`src/rtl/burst_pkg.sv`:
```
package burst_pkg;
    localparam int BEAT_W = 2;

    typedef enum logic [BEAT_W-1:0] {
        BEAT0 = 2'd0,
        BEAT1 = 2'd1,
        BEAT2 = 2'd2,
        BEAT3 = 2'd3
    } beat_state_t;

    typedef enum logic {
        ORD_LINEAR     = 1'b0,
        ORD_INTERLEAVE = 1'b1
    } burst_order_t;
endpackage

```
`src/rtl/burst_seq_fsm.sv`:
```
module burst_seq_fsm
    import burst_pkg::*;
(
    input  logic              clk,
    input  logic              rst_n,
    input  logic              clk_en,
    input  logic              load_sel,
    output logic [BEAT_W-1:0] beat_idx
);
    beat_state_t state_q;
    beat_state_t state_d;

    // next-state selection
    always_comb begin
        state_d = state_q;
        if (load_sel) begin
            state_d = BEAT0;
        end else begin
            unique case (state_q)
                BEAT0: state_d = BEAT1;
                BEAT1: state_d = BEAT2;
                BEAT2: state_d = BEAT3;
                BEAT3: state_d = BEAT0;
            endcase
        end
    end

    // state register
    always_ff @(posedge clk) begin
        if (!rst_n) begin
            state_q <= BEAT0;
        end else if (clk_en) begin
            state_q <= state_d;
        end
    end

    // outputs
    always_comb begin
        unique case (state_q)
            BEAT0: beat_idx = 2'd0;
            BEAT1: beat_idx = 2'd1;
            BEAT2: beat_idx = 2'd2;
            BEAT3: beat_idx = 2'd3;
        endcase
    end
endmodule

```
`src/rtl/burst_base_hold.sv`:
```
module burst_base_hold
    import burst_pkg::*;
#(
    parameter int ADDR_W = 17
) (
    input  logic              clk,
    input  logic              rst_n,
    input  logic              clk_en,
    input  logic              load_sel,
    input  logic [ADDR_W-1:0] start_addr,
    input  logic              order_sel,
    output logic [ADDR_W-1:0] base_addr,
    output burst_order_t      base_order
);
    always_ff @(posedge clk) begin
        if (!rst_n) begin
            base_addr  <= '0;
            base_order <= ORD_INTERLEAVE;
        end else if (clk_en && load_sel) begin
            base_addr  <= start_addr;
            base_order <= burst_order_t'(order_sel);
        end
    end
endmodule

```
`src/rtl/burst_low_combine.sv`:
```
module burst_low_combine
    import burst_pkg::*;
(
    input  logic [BEAT_W-1:0] base_lo,
    input  logic [BEAT_W-1:0] beat_idx,
    input  burst_order_t      order,
    output logic [BEAT_W-1:0] addr_lo
);
    always_comb begin
        unique case (order)
            ORD_INTERLEAVE: addr_lo = base_lo ^ beat_idx;
            ORD_LINEAR:     addr_lo = base_lo + beat_idx;
        endcase
    end
endmodule

```
`src/rtl/burst_addr_gen.sv`:
```
module burst_addr_gen
    import burst_pkg::*;
#(
    parameter int ADDR_W = 17
) (
    input  logic              clk,
    input  logic              rst_n,
    input  logic              clk_en,
    input  logic              load_sel,
    input  logic [ADDR_W-1:0] start_addr,
    input  logic              order_sel,
    output logic [ADDR_W-1:0] beat_addr,
    output logic [1:0]        beat_idx
);
    localparam int HI_W = ADDR_W - BEAT_W;

    logic [ADDR_W-1:0] base_addr;
    burst_order_t      base_order;
    logic [BEAT_W-1:0] idx;
    logic [BEAT_W-1:0] addr_lo;

    burst_seq_fsm u_fsm (
        .clk      (clk),
        .rst_n    (rst_n),
        .clk_en   (clk_en),
        .load_sel (load_sel),
        .beat_idx (idx)
    );

    burst_base_hold #(.ADDR_W(ADDR_W)) u_base (
        .clk        (clk),
        .rst_n      (rst_n),
        .clk_en     (clk_en),
        .load_sel   (load_sel),
        .start_addr (start_addr),
        .order_sel  (order_sel),
        .base_addr  (base_addr),
        .base_order (base_order)
    );

    burst_low_combine u_low (
        .base_lo  (base_addr[BEAT_W-1:0]),
        .beat_idx (idx),
        .order    (base_order),
        .addr_lo  (addr_lo)
    );

    // the upper bits stay at the loaded value for the whole burst
    assign beat_addr = {base_addr[ADDR_W-1 -: HI_W], addr_lo};
    assign beat_idx  = idx;
endmodule

```
`config.mk`:
```
export PLATFORM = sky130hd
export DESIGN_NAME = burst_addr_gen
export DESIGN_NICKNAME = d
export VERILOG_FILES = /design/src/rtl/burst_pkg.sv /design/src/rtl/burst_seq_fsm.sv /design/src/rtl/burst_base_hold.sv /design/src/rtl/burst_low_combine.sv /design/src/rtl/burst_addr_gen.sv
export SDC_FILE = /design/constraint.sdc
export NUM_CORES = 1
export LEC_CHECK = 0
export ABC_AREA = 0
export BUFFER_PORTS_ARGS = -buffer_cell sky130_fd_sc_hd__buf_2
export CAP_MARGIN = 20
export CORE_ASPECT_RATIO = 1.75
export CORE_MARGIN = 1.5
export CORE_UTILIZATION = 40
export DETAILED_ROUTE_END_ITERATION = 12
export GPL_TIMING_DRIVEN = 1
export MAX_ROUTING_LAYER = met4
export PLACE_DENSITY = 0.67
export SETUP_SLACK_MARGIN = 0.15
export SYNTH_ARGS = -nofsm -noshare
export SYNTH_HDL_FRONTEND = slang
export SYNTH_SLANG_ARGS = --single-unit
export TNS_END_PERCENT = 20
```
`constraint.sdc`:
```
create_clock -name clk -period 3.3 [get_ports clk]
set_clock_uncertainty 0.1 [all_clocks]
set_input_delay 0.33 -clock clk [delete_from_list [all_inputs] [get_ports clk]]
set_output_delay 0.33 -clock clk [all_outputs]
set_load 0.01 [all_outputs]
```
==> impl_metrics.py, run 1 <==
metrics = {
    "cells_and_area": {
        "drive_gt1_share_pct": 33.09,
        "final_cells": 163,
        "antenna_cells": 0,
        "area_delta_synth_final_pct": 11.53,
        "n_fill_cell": 265,
        "layout_common_cells": "buf_2, dfxtp_1, o21a_1",
        "final_area_mm2": 0.001246,
        "fin_nets": 164,
        "layout_commonest_cell": "buf_2",
    },
    "timing": {
        "finalSetupViolations": 0,
        "fin_tns_setup_ns": 0,
        "fin_crit_sh_pct": 64.43,
        "slew_headroom_pct": 63.57,
        "tightest_slew_ns": 0.5465,
        "min_period_ns": 2.126,
        "timing.fmax_mhz": 470.3,
        "rsz0062_at_grt": "no",
        "finalHoldViolCount": 0,
        "drv_slew": 0,
    },
    "yosys": {
        "syn_area_mm2": 0.001117,
        "yosysTopAreaCellShare_pct": 35.83,
        "synthDistinctLibCells": 21,
        "syn_nets": 144,
        "ys_ff_latch": 20,
        "yosysSeqAreaShare_pct": 35.83,
        "syn_avg_cell_area_um2": 9.550,
        "synth_cells": 117,
        "yosysWarnings": 0,
        "yosys-top-cells-area": "dfxtp_1, o21a_1, buf_4, and3_1, a21boi_0",
        "yosys.area.top_type": "dfxtp_1",
    },
    "worst_setup_path": {
        "cp.required_ns": 2.87,
        "crit_buf_inv": 2,
        "slowest_stage": "dfxtp_1",
        "start_kind": "register",
        "path_delay_family": "flip-flops",
        "critPathMaxFanout": 6,
        "cp_cell_sequence": "inv_1, ha_1, or2_1, xnor3_1, buf_2",
        "cp.arrival_ns": 1.70,
        "slowest_delay_ns": 0.43,
        "endpoint_kind": "output port",
        "worstSetupPathType": "register to output port",
    },
    "clocking": {
        "cts-buffers-inserted": 3,
        "cts_sinks": 20,
        "clk_latency_ns": 0.26,
        "cts_hold_buffers": 0,
        "cts_root_buf": "clkbuf_8",
        "cts.path.max_buffers": 2,
        "tritoncts": "built",
        "ctsResizeCount": 0,
        "cts_setup_buffers": 0,
        "clkTransAtPathRegs_ns": 0.07,
        "cts_max_level": 1,
    },
    "grt": {
        "track_usage_pct": 13.78,
        "grt_antenna_before_repair": 0,
        "grt_max_degree": 41,
        "grt_pass1_vias": 783,
        "grt_pass1_wl_mm": 3.339,
        "overflow": 0,
    },
    "place": {
        "hpwlAfterDp_mm": 1.308,
        "placed_cells": 159,
        "gp_congestion": 0.6471,
        "port_buffers": 40,
        "placed_cell_area_mm2": 0.001175,
    },
    "routing": {
        "drc": 0,
        "drt-initial-drc-count": 3,
        "route.antenna.remaining_nets": 0,
        "drt_pre_antenna_iters": 3,
        "vias": 819,
        "wirelength_mm": 1.874,
        "via_per_inst": 5.025,
        "avgRoutedWirePerCell_um": 11.50,
    },
    "floorplanning": {
        "rows": 25,
        "coreArea_mm2": 0.002690,
        "initial_core_util_pct": 41.53,
        "die_h_um": 72.92,
        "io_pins": 41,
        "dieArea_mm2": 0.003132,
        "fp.dieW_um": 42.95,
    },
    "run": {
        "cap_violations": 0,
    },
    "power_and_ir_drop": {
        "power_density_mw_per_mm2": 454.2,
        "p_leak_nw": 0.6448,
        "ir_drop_mv": 0.2456,
    },
    "hold_path": {
        "hp-class": "input pin to register",
    },
    "run_status": {
        "run_status": "complete, no violations",
    },
}
[where the power goes]
group | internal (mW) | total (mW) | switching (mW)
Sequential | 0.252 | 0.258 | 0.00542
Combinational | 0.0357 | 0.0703 | 0.0346
Clock | 0.162 | 0.238 | 0.0762
Total | 0.450 | 0.566 | 0.116
[registers in the layout, summed over array words and instances, names as in the netlist]
name / flops
u_base.base_addr: 17
u_base.base_order: 1
u_fsm.state_q: 2
[stage by stage]
| step | worst slack, ns | hold WS, ns | power, mW | util (%) |
|---|---|---|---|---|
| after floorplan | 1.568 | 0.3604 | 0.3223 | - |
| after global placement | 1.512 | 0.3850 | 0.3318 | 43.67 |
| after detailed placement | 1.441 | 0.3866 | 0.3347 | 43.67 |
| after CTS | 1.148 | 0.3053 | 0.5744 | 46.33 |
| after global routing | 1.064 | 0.3198 | 0.5947 | 46.33 |
| final | 1.174 | 0.3067 | 0.5660 | 46.33 |
[cells in the mapped netlist]
| cell | n |
|---|---|
| clkbuf_1 | 4 |
| nand2b_1 | 2 |
| nor2_1 | 2 |
| or2_1 | 1 |
| buf_4 | 15 |
| o21ai_1 | 1 |
| a21boi_0 | 9 |
| and3_1 | 17 |
| ha_1 | 5 |
| o21a_1 | 18 |
| dfxtp_1 | 20 |
| buf_2 | 3 |
| and3b_1 | 1 |
| inv_1 | 2 |
| buf_6 | 3 |
| nand3b_1 | 1 |
| a21boi_1 | 9 |
| nor3b_2 | 1 |
| xnor3_1 | 1 |
| nor2b_1 | 1 |
| a21oi_1 | 1 |
[area by class of cell]
cell class | instances | area, um2 | share of cell area [%]
inverters | 2 | 7.507 | 0.6024
clock buffers | 3 | 41.29 | 3.313
repair buffers | 40 | 200.2 | 16.06
clock inverters | 1 | 30.03 | 2.410
flip-flops and latches | 20 | 400.4 | 32.13
multi-input cells | 70 | 533.0 | 42.77
well taps | 27 | 33.78 | 2.711
[final timing paths]
kind / startpoint / end / slack (ns) / cells past startpoint
setup reg to reg: u_fsm.state_q[0] / u_fsm.state_q[1] / 2.11 / 4
hold reg to reg: u_base.base_order / u_base.base_order / 0.40 / 2
hold / removal: start_addr[11] / u_base.base_addr[11] / 0.31 / 3
setup / recovery: u_fsm.state_q[0] / beat_addr[1] / 1.17 / 5
[metal layers]
metal  GRT usage, %  wire length (um)  up-vias
met4          5.051                31        0
met1          18.77               839      359
met3          2.475               117        5
met5              -                 0        -
li1               -                 -      427
met2          20.37               884       28
[kinds of logic after synthesis]
logic type	count (synthesis)	share of synthesized area, %
and+or+nand+nor	26	15.01
DFF	20	35.83
xor gates and xnor gates	1	2.016
adders and majority gates	5	5.599
AOI/OAI and AO/OA	38	25.08
buffers and inverters	27	16.46
[worst register-to-register path, stage by stage (launching register included)]
cell and delay [ns]:
dfxtp_1 0.43, inv_1 0.10, ha_1 0.28, nand3b_1 0.07, a21boi_1 0.15
No activity file was read; power rests on OpenSTA's default activity.
==> run 2: changes to the inputs <==
Settings changed: ABC_AREA 0 to 1, PLACE_DENSITY 0.67 to 0.72.
Clock period 3.3 ns to 1.82 ns, I/O delays scaled along.
==> run 2 against run 1 <==
Net effect:
- first-iteration DRC count rose to 3.0 times the previous value
- cell count up 8.0%
- setup slack worse by 0.93 ns
- critical path depth up 4
- via count down 0.73%
- flip-flop and latch count unchanged
- combinational power up 120%
- synthesized cell count up 6.8%
- hold slack worse by 0.25 ns
- clock power up 39%
- core utilization up 3.3 points
- final area down 9.5%
==> impl_metrics.py, run 2 <==
metrics = {
    "cells_and_area": {
        "final_util_pct": 49.59,
        "largest_reg_flops": 17,
        "fin_nets": 179,
        "layout_common_cells": "buf_2, nor2_1, dfxtp_1",
        "top_regs": "u_base.base_addr (17), u_fsm.state_q (2), u_base.base_order (1)",
        "final_area_mm2": 0.001127,
        "layout_commonest_cell": "buf_2",
        "drive_gt1_share_pct": 34.44,
        "antenna_cells": 0,
        "area_delta_synth_final_pct": 17.78,
        "top_register": "u_base.base_addr",
        "final_cells": 176,
    },
    "timing": {
        "finalSetupViolations": 0,
        "setup_ws_ns": 0.2481,
        "finalHoldViolCount": 0,
        "fin_crit_sh_pct": 86.37,
        "holdWs_ns": 0.05818,
        "drv_slew": 0,
        "fin_tns_setup_ns": 0,
        "min_period_ns": 1.572,
        "slew_headroom_pct": 81.03,
        "timing.fmax_mhz": 636.2,
        "rsz0062_at_grt": "no",
        "tightest_slew_ns": 0.2845,
    },
    "worst_setup_path": {
        "slowest_delay_ns": 0.38,
        "crit_top_cell": "nand2_1",
        "crit_buf_inv": 3,
        "critPathMaxFanout": 5,
        "worstSetupPathType": "register to output port",
        "slowest_stage": "dfxtp_4",
        "path_delay_family": "flip-flops",
        "cp.arrival_ns": 1.29,
        "endpoint_kind": "output port",
        "start_kind": "register",
        "cp_cell_sequence": "inv_4, ha_4, inv_1, nand2_1, nand2_1, nand2_1, nand2_1, nand2_1, buf_2",
        "cp.required_ns": 1.54,
    },
    "yosys": {
        "syn_avg_cell_area_um2": 7.657,
        "syn_nets": 152,
        "syn_area_um2": 957.2,
        "ys_ff_latch": 20,
        "synth-async-reset-ratio_pct": 0,
        "synthDistinctLibCells": 17,
        "yosysTopAreaCellShare_pct": 41.83,
        "synth_edf_count": 0,
        "synth_common_cells": "nor2_1, dfxtp_1, buf_4, o21ai_0, nand2_1",
        "yosysWarnings": 0,
        "post-synth-top-count-cell": "nor2_1",
        "synth_cells": 125,
        "yosys-top-cells-area": "dfxtp_1, nor2_1, buf_4, o21ai_0, ha_1",
        "yosysSeqAreaShare_pct": 41.83,
        "yosys.area.top_type": "dfxtp_1",
        "ys.flop_type": "dfxtp_1",
    },
    "clocking": {
        "tritoncts": "built",
        "cts-buffers-inserted": 3,
        "cts.path.max_buffers": 2,
        "clk_latency_ns": 0.25,
        "clkTransAtPathRegs_ns": 0.07,
        "cts_root_buf": "clkbuf_8",
        "cts_max_level": 1,
        "cts_hold_buffers": 0,
        "cts_sinks": 20,
    },
    "floorplanning": {
        "coreArea_mm2": 0.002273,
        "fp.dieW_um": 39.98,
        "dieArea_mm2": 0.002707,
        "io_pins": 41,
        "die_h_um": 67.71,
        "initial_core_util_pct": 42.10,
        "rows": 23,
    },
    "place": {
        "gp_congestion": 0.6962,
        "port_buffers": 40,
        "hpwlAfterDp_mm": 1.315,
        "post-place-ws_ns": 0.3618,
        "placed_cell_area_mm2": 0.001042,
        "placed_cells": 171,
    },
    "grt": {
        "grt_max_degree": 21,
        "grt_antenna_before_repair": 0,
        "overflow": 0,
        "grt_pass1_wl_mm": 2.932,
        "track_usage_pct": 15.74,
        "grt_pass1_vias": 752,
    },
    "power_and_ir_drop": {
        "power_density_mw_per_mm2": 859.1,
        "p_leak_nw": 0.5708,
        "ir_drop_mv": 0.4212,
        "total_power_mw": 0.9685,
    },
    "routing": {
        "avgRoutedWirePerCell_um": 10.16,
        "route.antenna.remaining_nets": 0,
        "drt_pre_antenna_iters": 3,
        "vias": 813,
        "wirelength_mm": 1.789,
        "drt-initial-drc-count": 9,
        "drc": 0,
        "via_per_inst": 4.619,
    },
    "hold_path": {
        "hp-class": "input pin to register",
    },
    "run": {
        "cap_violations": 0,
    },
    "run_status": {
        "run_status": "complete, no violations",
    },
}
==> run 2: cell types whose count changed after synthesis, moves of 3 or more <==
cell,before,now
a21boi_0,9,0
a21boi_1,9,0
and3_1,17,0
buf_2,3,0
clkbuf_1,4,1
inv_1,2,8
nand2_1,0,12
nor2_1,2,36
o21a_1,18,0
o21ai_0,0,15
==> run 2: power breakdown <==
part	total, mW	leakage, nW	internal (mW)	switching (mW)
clock	0.330	0.0288	0.192	0.138
sequential	0.484	0.166	0.467	0.0165
combinational	0.155	0.376	0.0689	0.0860
total	0.968	0.571	0.728	0.240
==> run 2: cell families (layout without fill, tap and decap cells) <==
family          after synthesis  after routing  share of synthesized area (%)
flops                        20             20                          41.83
buf+inv                      28             54                          19.35
simple gates                 50             50                          20.52
compound gates               22             22                          11.76
fa+ha+maj                     5              5                          6.536
==> run 2: final timing paths <==
check / start / to / slack [ns] / depth (start not counted)
max: u_fsm.state_q[0] / beat_addr[1] / 0.25 / 9
min: order_sel / u_base.base_order / 0.06 / 3
min reg2reg: u_base.base_addr[1] / u_base.base_addr[1] / 0.38 / 2
max reg2reg: u_fsm.state_q[1] / u_fsm.state_q[1] / 0.75 / 4
==> run 2: metal layers <==
metal  GRT usage [%]  part of all wire (%)  vias to the layer above
li1                -                     -                      429
met1           15.01                    40                      350
met2           28.63                    53                       30
met3           1.974                   5.8                        4
met4           7.759                   1.2                        0
met5               -                     0                        -
==> run 2: area by class of cell <==
type	instances	area, um2
clock buffers	4	55.05
multi-input cells	77	386.6
inverters	9	41.29
flip-flops and latches	20	405.4
well taps	25	31.28
fillers	228	1146
repair buffers	41	207.7
==> run 2: worst register-to-register path: stages (launching register included) <==
cell and delay, ns:
dfxtp_2 0.38, inv_1 0.07, ha_1 0.28, nand2_1 0.05
a21oi_1 0.12
==> run 2: what timing repair did <==
action	in CTS	in global routing
gates cloned	0	0
gates resized for setup	2	6
setup buffers	1	0
endpoints found under the hold margin	0	0
pin swaps	0	1
endpoints found under the setup margin	1	1
==> run 3: changes to the inputs <==
Settings changed: CORE_UTILIZATION 40 to 41, PLACE_DENSITY 0.72 to 0.73, SLEW_MARGIN set to 20, SYNTH_HIERARCHICAL set to 1.
==> run 3 against run 2 <==
Net effect:
- the run now ends with negative setup slack left
- synthesized cell count increased by 20%
- critical path type unchanged
- combinational power grew 13%
- final area rose by 19%
- sequential power about the same
- sequential share of layout area shrank 5.6 points
- core utilization up 9.5 points
- highest routed layer unchanged
- hold slack worse by 0.010 ns
- register-to-register slack is essentially flat
- critical endpoint unchanged
==> impl_metrics.py, run 3 <==
metrics = {
    "run_status": {
        "run_status": "finished with violations",
        "violations": "negative setup slack",
    },
    "clocking": {
        "tritoncts": "built",
        "clk_latency_ns": 0.25,
        "cts.path.max_buffers": 2,
        "clkTransAtPathRegs_ns": 0.07,
        "cts-buffers-inserted": 3,
        "cts_max_level": 1,
        "cts_root_buf": "clkbuf_8",
        "cts_sinks": 20,
    },
    "yosys": {
        "yosysWarnings": 6,
        "ys.flop_type": "dfxtp_1",
        "syn_avg_cell_area_um2": 6.473,
        "synth_xor_area_share_pct": 0,
        "yosys.area.top_type": "dfxtp_1",
        "synth_mux_area_share_pct": 0,
        "syn_area_um2": 970.9,
        "synthDistinctLibCells": 13,
        "post-synth-top-count-cell": "nand2_1",
        "synth_common_cells": "nand2_1, nor2_1, inv_1",
        "yosysTopAreaCellShare_pct": 41.24,
        "synth-async-reset-ratio_pct": 0,
        "synth_edf_count": 0,
        "synth_compound_gate_area_share_pct": 1.031,
        "synth_top_family_by_area": "simple AND/OR/NAND/NOR gates",
        "syn_nets": 177,
        "yosysSeqAreaShare_pct": 41.24,
        "synthAdderAreaFrac_pct": 6.443,
        "synthSimpleGateAreaFrac_pct": 36.08,
        "synth_cells": 150,
        "yosys-top-cells-area": "dfxtp_1, nand2_1, nor2_1, inv_1, ha_1",
        "ys_ff_latch": 20,
    },
    "place": {
        "placed_cell_area_mm2": 0.001160,
        "post-place-ws_ns": 0.1301,
        "placed_cells": 210,
        "gp_congestion": 0.6426,
        "hpwlAfterDp_mm": 1.444,
        "port_buffers": 40,
    },
    "worst_setup_path": {
        "cp.arrival_ns": 1.60,
        "critPathMaxFanout": 3,
        "rrSetupSlack_ns": 0.75,
        "start_kind": "register",
        "regToRegStartpoint": "u_fsm/state_q[1]",
        "cp.required_ns": 1.54,
        "ff2ff_path_depth": 6,
        "r2r_end": "u_fsm/state_q[0]",
        "endpoint_kind": "output port",
        "worstSetupPathType": "register to output port",
    },
    "power_and_ir_drop": {
        "pwr-share-seq_pct": 51.6,
        "switching_power_mw": 0.2477,
        "switching_share_pct": 26.40,
        "ir_drop_mv": 0.6084,
        "power_density_mw_per_mm2": 698.8,
        "comb_power_share_pct": 18.6,
        "power_frac_clock_pct": 29.8,
        "intPower_mw": 0.6905,
        "p_leak_nw": 0.7551,
    },
    "cells_and_area": {
        "layout_common_cells": "nand2_1, buf_2, nor2_1",
        "top_regs": "u_base/base_addr (17), u_fsm/state_q (2), u_base/base_order (1)",
        "layout_commonest_cell": "nand2_1",
        "largest_reg_flops": 17,
        "n_fill_cell": 215,
        "antenna_cells": 0,
        "final_cells": 216,
        "top_register": "u_base/base_addr",
        "drive_gt1_share_pct": 32.46,
        "fin_nets": 220,
        "area_delta_synth_final_pct": 38.27,
        "final_util_pct": 59.05,
        "final_area_mm2": 0.001343,
    },
    "grt": {
        "grt_antenna_before_repair": 0,
        "grt_pass1_vias": 852,
        "overflow": 0,
        "grt_pass1_wl_mm": 3.160,
        "grt_max_degree": 36,
        "track_usage_pct": 17.25,
    },
    "routing": {
        "drc": 0,
        "route.antenna.remaining_nets": 0,
        "drt_pre_antenna_iters": 4,
        "avgRoutedWirePerCell_um": 10.10,
        "vias": 959,
        "wirelength_mm": 2.182,
        "via_per_inst": 4.440,
        "drt-initial-drc-count": 19,
    },
    "hold_path": {
        "holdPathEnd": "u_base/base_addr[16]",
        "worstHoldStart": "start_addr[16]",
        "min_path_cells": 3,
        "hp-class": "input pin to register",
    },
    "floorplanning": {
        "coreArea_mm2": 0.002273,
        "io_pins": 41,
        "fp.dieW_um": 39.79,
        "initial_core_util_pct": 42.71,
        "rows": 23,
        "die_h_um": 67.38,
        "dieArea_mm2": 0.002681,
    },
    "timing": {
        "fin_crit_sh_pct": 103.2,
        "timing.fmax_mhz": 532.4,
        "finalHoldViolCount": 0,
        "finalSetupViolations": 1,
        "drv_slew": 0,
        "setup_ws_ns": -0.05838,
        "min_period_ns": 1.878,
        "holdWs_ns": 0.04818,
        "tightest_slew_ns": 0.5711,
        "rsz0062_at_grt": "yes",
        "slew_headroom_pct": 61.79,
    },
    "run": {
        "cap_violations": 0,
    },
}
==> run 3: changes by cell type after synthesis, moves of 3 or more <==
cell	delta
buf_4	-13
o21ai_0	-15
inv_1	+20
nand2_1	+34
o21ai_1	-3
nand3_1	+3
==> run 3: critical path, stage by stage (launching register included) <==
cell	delay, ns
dfxtp_4	0.37
buf_12	0.11
ha_4	0.14
nor2_4	0.04
nor2_4	0.10
ha_4	0.15
inv_2	0.03
nor2_1	0.10
nand3_1	0.08
nand2_1	0.07
inv_1	0.03
buf_2	0.12
==> run 3: layout make-up <==
class / count / area [um2] / area share (%)
clock buffer: 3 / 41.29 / 3.075
inverter: 28 / 107.6 / 8.015
multi-input combinational: 97 / 503.0 / 37.46
sequential: 20 / 407.9 / 30.38
tap: 25 / 31.28 / 2.330
timing repair buffer: 43 / 251.5 / 18.73
==> run 3: worst max-delay path by stage <==
stage,from,to,slack [ns],cells after the start
final,u_fsm/state_q[1],beat_addr[1],-0.06,11
after global routing,u_fsm/state_q[0],beat_addr[1],-0.14,10
after CTS,u_fsm/state_q[0],beat_addr[1],-0.03,9
after detailed placement,u_fsm/state_q[0],beat_addr[1],0.13,10
after global placement,u_fsm/state_q[0],beat_addr[1],0.24,10
after floorplan,u_fsm/state_q[0],beat_addr[1],0.22,9
==> run 3: stage by stage <==
stage | total power [mW] | setup TNS [ns]
CTS | 0.9350 | -0.03132
global placement | 0.6382 | 0
finish | 0.9382 | -0.05838
detailed placement | 0.6454 | 0
floorplan | 0.5887 | 0
global route | 0.9964 | -0.1386
==> run 3: logic make-up after synthesis <==
group / count (synthesis)
buf+inv: 33
simple gates: 90
fa+ha+maj: 5
flops: 20
compound gates: 2
==> run 3: what timing repair did <==
action | 4_1_cts | 5_1_grt
setup endpoints to repair | 2 | 2
pin swaps | 3 | 3
hold buffers | 0 | 0
setup buffers | 1 | 2
gates resized for setup | 13 | 15
==> run 3: layer usage <==
metal / routed length (um) / GRT usage (%) / share of wire [%]
met4: 19 / 9.052 / 0.87
met3: 85 / 2.632 / 3.9
met5: 0 / - / 0
met2: 1238 / 30.12 / 57
met1: 839 / 17.39 / 38
==> run 3: power groups by stage <==
stage	logic, mW	registers [mW]	clock network (mW)
2_1_floorplan	0.0871	0.502	0
3_3_place_gp	0.148	0.491	0
3_5_place_dp	0.154	0.492	0
4_1_cts	0.161	0.482	0.292
5_1_grt	0.198	0.487	0.311
6_report	0.175	0.484	0.280
